## config.mk

```make
export PLATFORM = sky130hd
export DESIGN_NAME = codec_init_seq
export DESIGN_NICKNAME = d
export VERILOG_FILES = /design/src/rtl/codec_init_pkg.sv /design/src/rtl/codec_rst_sync.sv /design/src/rtl/codec_init_rom.sv /design/src/rtl/codec_init_ctrl.sv /design/src/rtl/codec_init_seq.sv
export SDC_FILE = /design/constraint.sdc
export NUM_CORES = 1
export LEC_CHECK = 0
export CAP_MARGIN = 20
export CORE_ASPECT_RATIO = 0.9
export CORE_MARGIN = 3
export CORE_UTILIZATION = 30
export DETAILED_ROUTE_END_ITERATION = 16
export PLACE_DENSITY = 0.53
export SYNTH_ARGS = -nofsm -noshare
export SYNTH_HDL_FRONTEND = slang
export SYNTH_SLANG_ARGS = --single-unit
```

## constraint.sdc

```tcl
create_clock -name clk -period 0.9 [get_ports clk]
set_input_delay 0.18 -clock clk [delete_from_list [all_inputs] [get_ports clk]]
set_output_delay 0.18 -clock clk [all_outputs]
set_load 0.005 [all_outputs]
```

## src/rtl/codec_init_pkg.sv

```systemverilog
package codec_init_pkg;
  localparam int NUM_WRITES = 11;
  localparam int STEP_W     = $clog2(NUM_WRITES);
  localparam int VOL_W      = 7;
  localparam int IDX_W      = 7;
  localparam int VAL_W      = 9;

  // step positions with behaviour attached to them
  localparam int STEP_VOL_L = 3;
  localparam int STEP_VOL_R = 4;

  typedef struct packed {
    logic [IDX_W-1:0] idx;
    logic [VAL_W-1:0] val;
  } reg_wr_t;

  typedef enum logic [1:0] {
    SQ_LOAD = 2'd0,
    SQ_REQ  = 2'd1,
    SQ_WAIT = 2'd2,
    SQ_RUN  = 2'd3
  } seq_state_e;
endpackage

```

## src/rtl/codec_rst_sync.sv

```systemverilog
module codec_rst_sync #(
  parameter int STAGES = 2
) (
  input  logic clk,
  input  logic rst_n,
  output logic rst_sync_n
);
  logic [STAGES-1:0] chain_q;

  always_ff @(posedge clk or negedge rst_n) begin
    if (!rst_n) chain_q <= '0;
    else        chain_q <= {chain_q[STAGES-2:0], 1'b1};
  end

  assign rst_sync_n = chain_q[STAGES-1];
endmodule

```

## src/rtl/codec_init_rom.sv

```systemverilog
module codec_init_rom
  import codec_init_pkg::*;
(
  input  logic [STEP_W-1:0] step,
  input  logic [VOL_W-1:0]  vol,
  output reg_wr_t           word
);
  always_comb begin
    word = '{idx: 7'h0F, val: 9'h000};
    unique case (step)
      STEP_W'(0):  word = '{idx: 7'h0F, val: 9'h000}; // codec reset
      STEP_W'(1):  word = '{idx: 7'h00, val: 9'h097}; // left line input muted
      STEP_W'(2):  word = '{idx: 7'h01, val: 9'h097}; // right line input muted
      STEP_W'(3):  word = '{idx: 7'h02, val: {2'b10, vol}}; // left headphone, both channels
      STEP_W'(4):  word = '{idx: 7'h03, val: {2'b10, vol}}; // right headphone
      STEP_W'(5):  word = '{idx: 7'h04, val: 9'h012}; // analog routing: DAC selected
      STEP_W'(6):  word = '{idx: 7'h05, val: 9'h000}; // digital path, DAC unmuted
      STEP_W'(7):  word = '{idx: 7'h06, val: 9'h000}; // all blocks powered
      STEP_W'(8):  word = '{idx: 7'h07, val: 9'h001}; // left-justified, 16 bit, slave
      STEP_W'(9):  word = '{idx: 7'h08, val: 9'h000}; // sampling control
      STEP_W'(10): word = '{idx: 7'h09, val: 9'h001}; // activate interface
      default:     word = '{idx: 7'h0F, val: 9'h000};
    endcase
  end
endmodule

```

## src/rtl/codec_init_ctrl.sv

```systemverilog
module codec_init_ctrl
  import codec_init_pkg::*;
(
  input  logic              clk,
  input  logic              rst_n,
  input  logic [VOL_W-1:0]  vol_level,
  input  logic              wr_done,
  input  logic              wr_nack,
  output logic [STEP_W-1:0] rom_step,
  output logic [VOL_W-1:0]  rom_vol,
  input  reg_wr_t           rom_word,
  output logic              wr_req,
  output reg_wr_t           word_q,
  output logic              init_done,
  output logic              nack_error
);
  localparam logic [STEP_W-1:0] LAST_STEP = STEP_W'(NUM_WRITES - 1);
  localparam logic [STEP_W-1:0] VOL_L     = STEP_W'(STEP_VOL_L);
  localparam logic [STEP_W-1:0] VOL_R     = STEP_W'(STEP_VOL_R);

  seq_state_e        state_q, state_d;
  logic [STEP_W-1:0] step_q, step_d;
  logic [VOL_W-1:0]  vol_sent_q;
  logic              retrig_q, retrig_d;
  logic              init_d, nack_d;
  logic              load_en, vol_cap_en;

  // next-state logic
  always_comb begin
    state_d  = state_q;
    step_d   = step_q;
    retrig_d = retrig_q;
    init_d   = init_done;
    nack_d   = nack_error;
    unique case (state_q)
      SQ_LOAD: state_d = SQ_REQ;
      SQ_REQ:  state_d = SQ_WAIT;
      SQ_WAIT: begin
        if (wr_done) begin
          if (wr_nack) nack_d = 1'b1;
          if (retrig_q) begin
            retrig_d = 1'b0;
            state_d  = SQ_RUN;
          end else if (step_q == LAST_STEP) begin
            init_d  = 1'b1;
            state_d = SQ_RUN;
          end else begin
            step_d  = step_q + STEP_W'(1);
            state_d = SQ_LOAD;
          end
        end
      end
      SQ_RUN: begin
        if (vol_level != vol_sent_q) begin
          retrig_d = 1'b1;
          state_d  = SQ_LOAD;
        end
      end
      default: state_d = SQ_LOAD;
    endcase
  end

  // the retrigger reuses the left-headphone entry; the right entry reuses the snapshot
  assign rom_step   = retrig_q ? VOL_L : step_q;
  assign rom_vol    = (!retrig_q && step_q == VOL_R) ? vol_sent_q : vol_level;
  assign load_en    = (state_q == SQ_LOAD);
  assign vol_cap_en = load_en && (retrig_q || step_q == VOL_L);
  assign wr_req     = (state_q == SQ_REQ);

  always_ff @(posedge clk or negedge rst_n) begin
    if (!rst_n) begin
      state_q    <= SQ_LOAD;
      step_q     <= '0;
      retrig_q   <= 1'b0;
      init_done  <= 1'b0;
      nack_error <= 1'b0;
    end else begin
      state_q    <= state_d;
      step_q     <= step_d;
      retrig_q   <= retrig_d;
      init_done  <= init_d;
      nack_error <= nack_d;
    end
  end

  always_ff @(posedge clk or negedge rst_n) begin
    if (!rst_n)       word_q <= '0;
    else if (load_en) word_q <= rom_word;
  end

  always_ff @(posedge clk or negedge rst_n) begin
    if (!rst_n)          vol_sent_q <= '0;
    else if (vol_cap_en) vol_sent_q <= vol_level;
  end
endmodule

```

## src/rtl/codec_init_seq.sv

```systemverilog
module codec_init_seq
  import codec_init_pkg::*;
#(
  parameter logic [6:0] DEV_ADDR = 7'h1A
) (
  input  logic             clk,
  input  logic             rst_n,
  input  logic [VOL_W-1:0] vol_level,
  output logic             wr_req,
  output logic [7:0]       wr_dev_byte,
  output logic [7:0]       wr_hi_byte,
  output logic [7:0]       wr_lo_byte,
  input  logic             wr_done,
  input  logic             wr_nack,
  output logic             init_done,
  output logic             nack_error
);
  logic              rst_int_n;
  logic [STEP_W-1:0] rom_step;
  logic [VOL_W-1:0]  rom_vol;
  reg_wr_t           rom_word;
  reg_wr_t           word_q;

  codec_rst_sync #(.STAGES(2)) u_rst (
    .clk        (clk),
    .rst_n      (rst_n),
    .rst_sync_n (rst_int_n)
  );

  codec_init_rom u_rom (
    .step (rom_step),
    .vol  (rom_vol),
    .word (rom_word)
  );

  codec_init_ctrl u_ctrl (
    .clk        (clk),
    .rst_n      (rst_int_n),
    .vol_level  (vol_level),
    .wr_done    (wr_done),
    .wr_nack    (wr_nack),
    .rom_step   (rom_step),
    .rom_vol    (rom_vol),
    .rom_word   (rom_word),
    .wr_req     (wr_req),
    .word_q     (word_q),
    .init_done  (init_done),
    .nack_error (nack_error)
  );

  assign wr_dev_byte = {DEV_ADDR, 1'b0};
  assign wr_hi_byte  = {word_q.idx, word_q.val[8]};
  assign wr_lo_byte  = word_q.val[7:0];
endmodule

```

; ---- Word level (Yosys, flattened, before mapping)
; Index checks and enable logic that the tools add are counted.
[totals]
latchBits = 0
memories = 0
register_bits = 34
rom_bits = 0
out_inout_bits = 27
ramBits = 0
[classes]
add_sub_neg = 1
div_mod_pow = 0
eq_ne = 19
mul = 0
shifts = 0
order_cmp = 0
bitwise_logic = 2
n_reduce_logical = 11
muxes = 11
[op_table]
columns = operator, n
row1 = $pmux 13 s10, 1
row2 = $eq 4x3->1 const B, 5
row3 = $eq 4x4->1 const B, 4
row4 = $eq 4x2->1 const B, 3
row5 = $mux 2, 4
row6 = $pmux 2 s4, 1
row7 = $reduce_and 4->1, 2
row8 = $mux 7, 1
row9 = $ne 7x7->1, 1
row10 = $reduce_and 3->1, 2
row11 = $add 4x1->4 const B, 1
row12 = $eq 2x2->1 const B, 2
row13 = $eq 4x1->1 const B, 1
row14 = $mux 4, 1
row15 = $eq 2x1->1 const B, 1
row16 = $logic_and 1x1->1, 2
row17 = $logic_not 2->1, 1
row18 = $mux 1, 2
row19 = $ne 2x1->1 const B, 1
row20 = $ne 2x2->1 const B, 1
row21 = $not 1->1, 2
row22 = $pmux 1 s2, 1
row23 = $reduce_and 2->1, 1
row24 = $reduce_bool 2->1, 1
row25 = other kinds (2), 2

; ---- Longest topological paths before layout
[depth]
word_depth = 5
ltp_mapped = 8
mapped_depth_nobuf = 6

; ---- Hierarchy
; From an unflattened synthesis, not the netlist that was laid out.
[hier_totals]
cells_unflattened = 169
area_unflattened_um2 = 1879.3
[by_module_without_submodules]
columns = module, n_inst, area_each_um2, cells_each, seq_area_each_um2
row1 = codec_init_ctrl, 1, 1507.7, 113, 800.8
row2 = codec_init_rom, 1, 250.2, 43, 0.0
row3 = codec_init_seq, 1, 67.6, 10, 0.0
row4 = codec_rst_sync, 1, 53.8, 3, 50.0

; ---- Worst setup path before layout
; OpenSTA, ideal clock, no wires.
[synth_timing]
kind = reg2reg
from = reg u_ctrl.step_q[0]
to = reg u_ctrl.word_q[2] (netlist name)
slack_ns = -0.878
required_time_ns = 0.758
setup_time_ns = 0.142
n_path_buf = 2
path_stages_with_launch = 9
arrival_time_ns = 1.636
path_cell_list = dfrtp_1 buf_2 inv_1 ha_1 and4bb_1 buf_4 mux2_1 o21ai_1 a31oi_1
[synth_between]
elab_chain_cells = 4
elab_cells_between_ends = 15
[synth_lines]
columns = element, line_no
row1 = from (decl), codec_init_ctrl.sv:22  ; logic [STEP_W-1:0] step_q, step_d;
row2 = from (signal assigned), codec_init_ctrl.sv:79  ; step_q <= step_d;
row3 = $eq 4x3->1, codec_init_ctrl.sv:65  ; assign rom_vol = (!retrig_q && step_q == VOL_R) ? vol_sent_q : vol_level;
row4 = $logic_and 1x1->1, codec_init_ctrl.sv:65
row5 = $mux 7, codec_init_ctrl.sv:65
row6 = $pmux 13 s10 *, codec_init_rom.sv:10  ; unique case (step)
; Every way passes the cells marked *; elsewhere a longest branch is shown, timed or not.
; A chain may end at the register's enable or synchronous reset.

; ---- Final worst setup path
[layout_timing]
from = reg u_ctrl.step_q[1]
to = reg u_ctrl.word_q[5] (netlist name)
[layout_between]
elab_chain_cells = 4
elab_cells_between_ends = 15
[layout_lines]
columns = element, line_no
row1 = $eq 4x3->1, codec_init_ctrl.sv:65
row2 = $logic_and 1x1->1, codec_init_ctrl.sv:65
row3 = $mux 7, codec_init_ctrl.sv:65
row4 = $pmux 13 s10 *, codec_init_rom.sv:10
; Marked as above.

==> summary.txt <==
Status
  – Outcome: finished, violations left
  – Failing checks: setup timing

Pwr
  – Static leakage: 0.001377 uW
  – Worst ir drop on vdd: 1.592 mV
  – Power per cell area: 3632 nW/um2
  – Total Power: 10570 uW

Timing
  – RSZ-0062 raised after global routing: true
  – Post-layout min period: 1.608 ns
  – Final setup margin: -0.7080 ns
  – Worst Clk Skew: 0.007545 ns
  – Final Max Slew Viols: 0
  – Final Cycle Share: 1.787
  – Endpoints failing hold: 0
  – Fmax: 621.9 MHz
  – Setup violators final: 45
  – Hold slack final: 0.05458 ns

Worst setup path
  – Data arrival time of the critical path: 1.80 ns
  – Setup CP Type: reg2reg
  – Reg2reg start: u_ctrl.step_q[1]$_DFFE_PN0P_
  – Crit path from: u_ctrl.step_q[1]$_DFFE_PN0P_
  – Startpoint Class: flip-flop
  – Worst r2r dst: u_ctrl.word_q[5]$_DFFE_PN0P_
  – Crit path max fanout: 5
  – Slowest stage cell on the critical path: dfrtp_2
  – CP Cell Sequence: buf_6, or3b_4, a21oi_4, nor2_4, o31ai_2
  – Flop2flop setup slack: -0.71 ns
  – CP Capture Type: flip-flop
  – Worst-case reg-to-reg path depth: 5
  – CP Data Required Time: 1.10 ns
  – CP max stage delay: 0.46 ns
  – Setup crit end: u_ctrl.word_q[5]$_DFFE_PN0P_

Cells and area
  – Filler cells: 478
  – Diodes inserted: 0
  – Final Non-Filler Cells: 336
  – Final nets: 282
  – Layout cells sized above 1: 0.5651
  – Area Growth Syn to Fin: 65.91%

Global route
  – Grt ovf: 0
  – Antenna violations before repair: 0
  – First-pass GRT wire length: 7810 um
  – Vias in the first global route: 1575
  – Tot GR Track Use: 0.1449
  – Largest net degree at the start of global routing: 30

Clock tree
  – CTS tree: built
  – Clock Latency Late Sink: 0.28 ns
  – H-tree levels: 2
  – CTS root buffer: clkbuf_8
  – Hold-fix buffers, CTS: 0
  – Number of CTS-inserted buffers: 5
  – Reg clk slew, reported paths: 0.06 ns
  – Clk buf depth: 2
  – Clock Sinks: 31

Logic synthesis
  – Yosys top cell by area: dfrtp_1
  – Top_reg_cell synth: dfrtp_1
  – Post-synthesis cell count: 171
  – Area contributors post-synth: dfrtp_1 (44%), buf_4 (5.1%), mux2_2 (4.5%)
  – Post-synth design cell area: 1754 um2
  – Most common cell in the netlist: dfrtp_1
  – Yosys reg bits: 31
  – Register area share after synthesis: 0.4422
  – FFs w/ async S/R, synth: 1.000
  – Most instantiated cells after synthesis: dfrtp_1 (31), nand2_1 (15), buf_4 (12)
  – Area share of the largest cell type after synthesis: 0.4422
  – Synth cell types: 44
  – Ys Warns: 0
  – Avg Inst Size Synth: 10.26 um2
  – Post-synth EDFFs: 0

Job
  – Max-cap viol count: 0

Floorplanning
  – Initial Util: 0.3223
  – Die width: 86.61 um
  – Num rows: 25
  – Die Ht: 78.55 um
  – Die area: 6802 um2
  – IO Pins: 38
  – Core Box Area: 5443 um2

Placement
  – Placed insts: 298
  – GP Congestion: 0.7540
  – Post-DP HPWL: 3025 um
  – IO buf count: 26

Routing
  – Total wire length: 4691 um
  – Top layer in use: met4
  – Pre-antenna DRT Iters: 4
  – Routed met1 length: 2340 um
  – Met3 wire length: 187 um
  – ANT nets after route: 0
  – WL met2: 2106 um
  – Vias per inst: 4.503
  – Starting DRT DRC Count: 83
  – Routed vias: 1513
  – DRC violations left: 0
  – Wire per inst: 13.96 um

Worst hold path
  – Worst hold-check path type: in2async
[per-stage QoR]
step / utilization / area, um2 / setup WS (ns) / setup TNS (ns)
after global placement: 0.4439 / 2416 / -0.7685 / -20.36
after CTS: 0.5051 / 2749 / -0.7063 / -18.74
after floorplan: - / 1871 / -0.7497 / -14.98
after detailed placement: 0.4439 / 2416 / -0.8007 / -21.00
final: 0.5347 / 2910 / -0.7080 / -18.59
after global routing: 0.5347 / 2910 / -0.7824 / -20.82
[worst max-delay path, delay by kind of cell, from the launching register on]
kind / cells / cell delay [ns]
flops: 1 / 0.46
buf+inv: 1 / 0.15
simple gates: 2 / 0.48
compound gates: 2 / 0.44
[registers in the layout, indices dropped and copies added (netlist names)]
signal and cells:
u_ctrl.nack_error 1, u_ctrl.state_q 2, u_ctrl.step_q 4, u_ctrl.vol_sent_q 7
u_ctrl.word_q 13, u_rst.chain_q 2, u_ctrl.retrig_q 1, u_ctrl.init_done 1
[worst min path at each step]
stage	to	slack (ns)	cells past startpoint
4_1_cts	u_rst.chain_q[0]$_DFF_PN0_	0.05	1
3_3_place_gp	u_ctrl.word_q[8]$_DFFE_PN0P_	0.22	1
2_1_floorplan	u_rst.chain_q[0]$_DFF_PN0_	-0.12	0
3_5_place_dp	u_ctrl.word_q[11]$_DFFE_PN0P_	0.22	1
6_report	u_rst.chain_q[0]$_DFF_PN0_	0.05	1
5_1_grt	u_rst.chain_q[0]$_DFF_PN0_	0.05	1
[cells by family (layout without fill, tap and decap cells)]
kind of cell | after synthesis | after routing | share of synthesized area
xor gates and xnor gates | 12 | 12 | 0.05991
other | 2 | 12 | 0.004281
adders and majority gates | 3 | 3 | 0.02140
DFF | 31 | 31 | 0.4422
muxes | 15 | 15 | 0.09344
and+or+nand+nor | 41 | 42 | 0.1298
buffers and inverters | 26 | 113 | 0.08559
AOI/OAI and AO/OA | 41 | 41 | 0.1633
[placed cells by master, fill, tap and decap left out, types with 4 or more instances in the layout]
cell             count
buf_4               56
conb_1              12
xor2_1               7
mux2_4              11
clkbuf_8             5
a21oi_1              4
o21ai_1              7
o31ai_2              4
nand2_1             14
dfrtp_1             25
mux2i_1              4
nor2_1               5
buf_6               14
a21o_1               4
dfrtp_2              6
o21ai_2              6
buf_2               16
xnor2_1              4
clkdlybuf4s50_1     10
[area by class of cell]
cell class,instances,area [um2],share of cell area
flip-flops and latches,31,783.3,0.2691
multi-input cells,125,1116,0.3835
clock inverters,1,5.005,0.001720
repair buffers,99,818.3,0.2812
inverters,6,27.53,0.009458
well taps,67,83.83,0.02880
clock buffers,7,76.32,0.02623
[routing by layer]
metal	vias up	track usage
li1	776	-
met1	698	0.2034
met2	32	0.2209
met3	7	0.03043
met4	0	0.04673
met5	-	0
[power breakdown]
part           leakage [uW]  switching (uW)  total (uW)  internal, uW
Combinational      0.000965            3050        7010          3960
Clock             0.0000422             521        1060           542
Sequential         0.000370             476        2500          2020
[timing repair]
| item | in CTS | in global routing |
|---|---|---|
| cloned | 1 | 0 |
| setup endpoints to repair | 45 | 45 |
| gates resized for setup | 111 | 22 |
| pin swaps | 18 | 17 |
| buffers inserted | 20 | 10 |
Note: power is estimated with default switching activity, not from simulation.
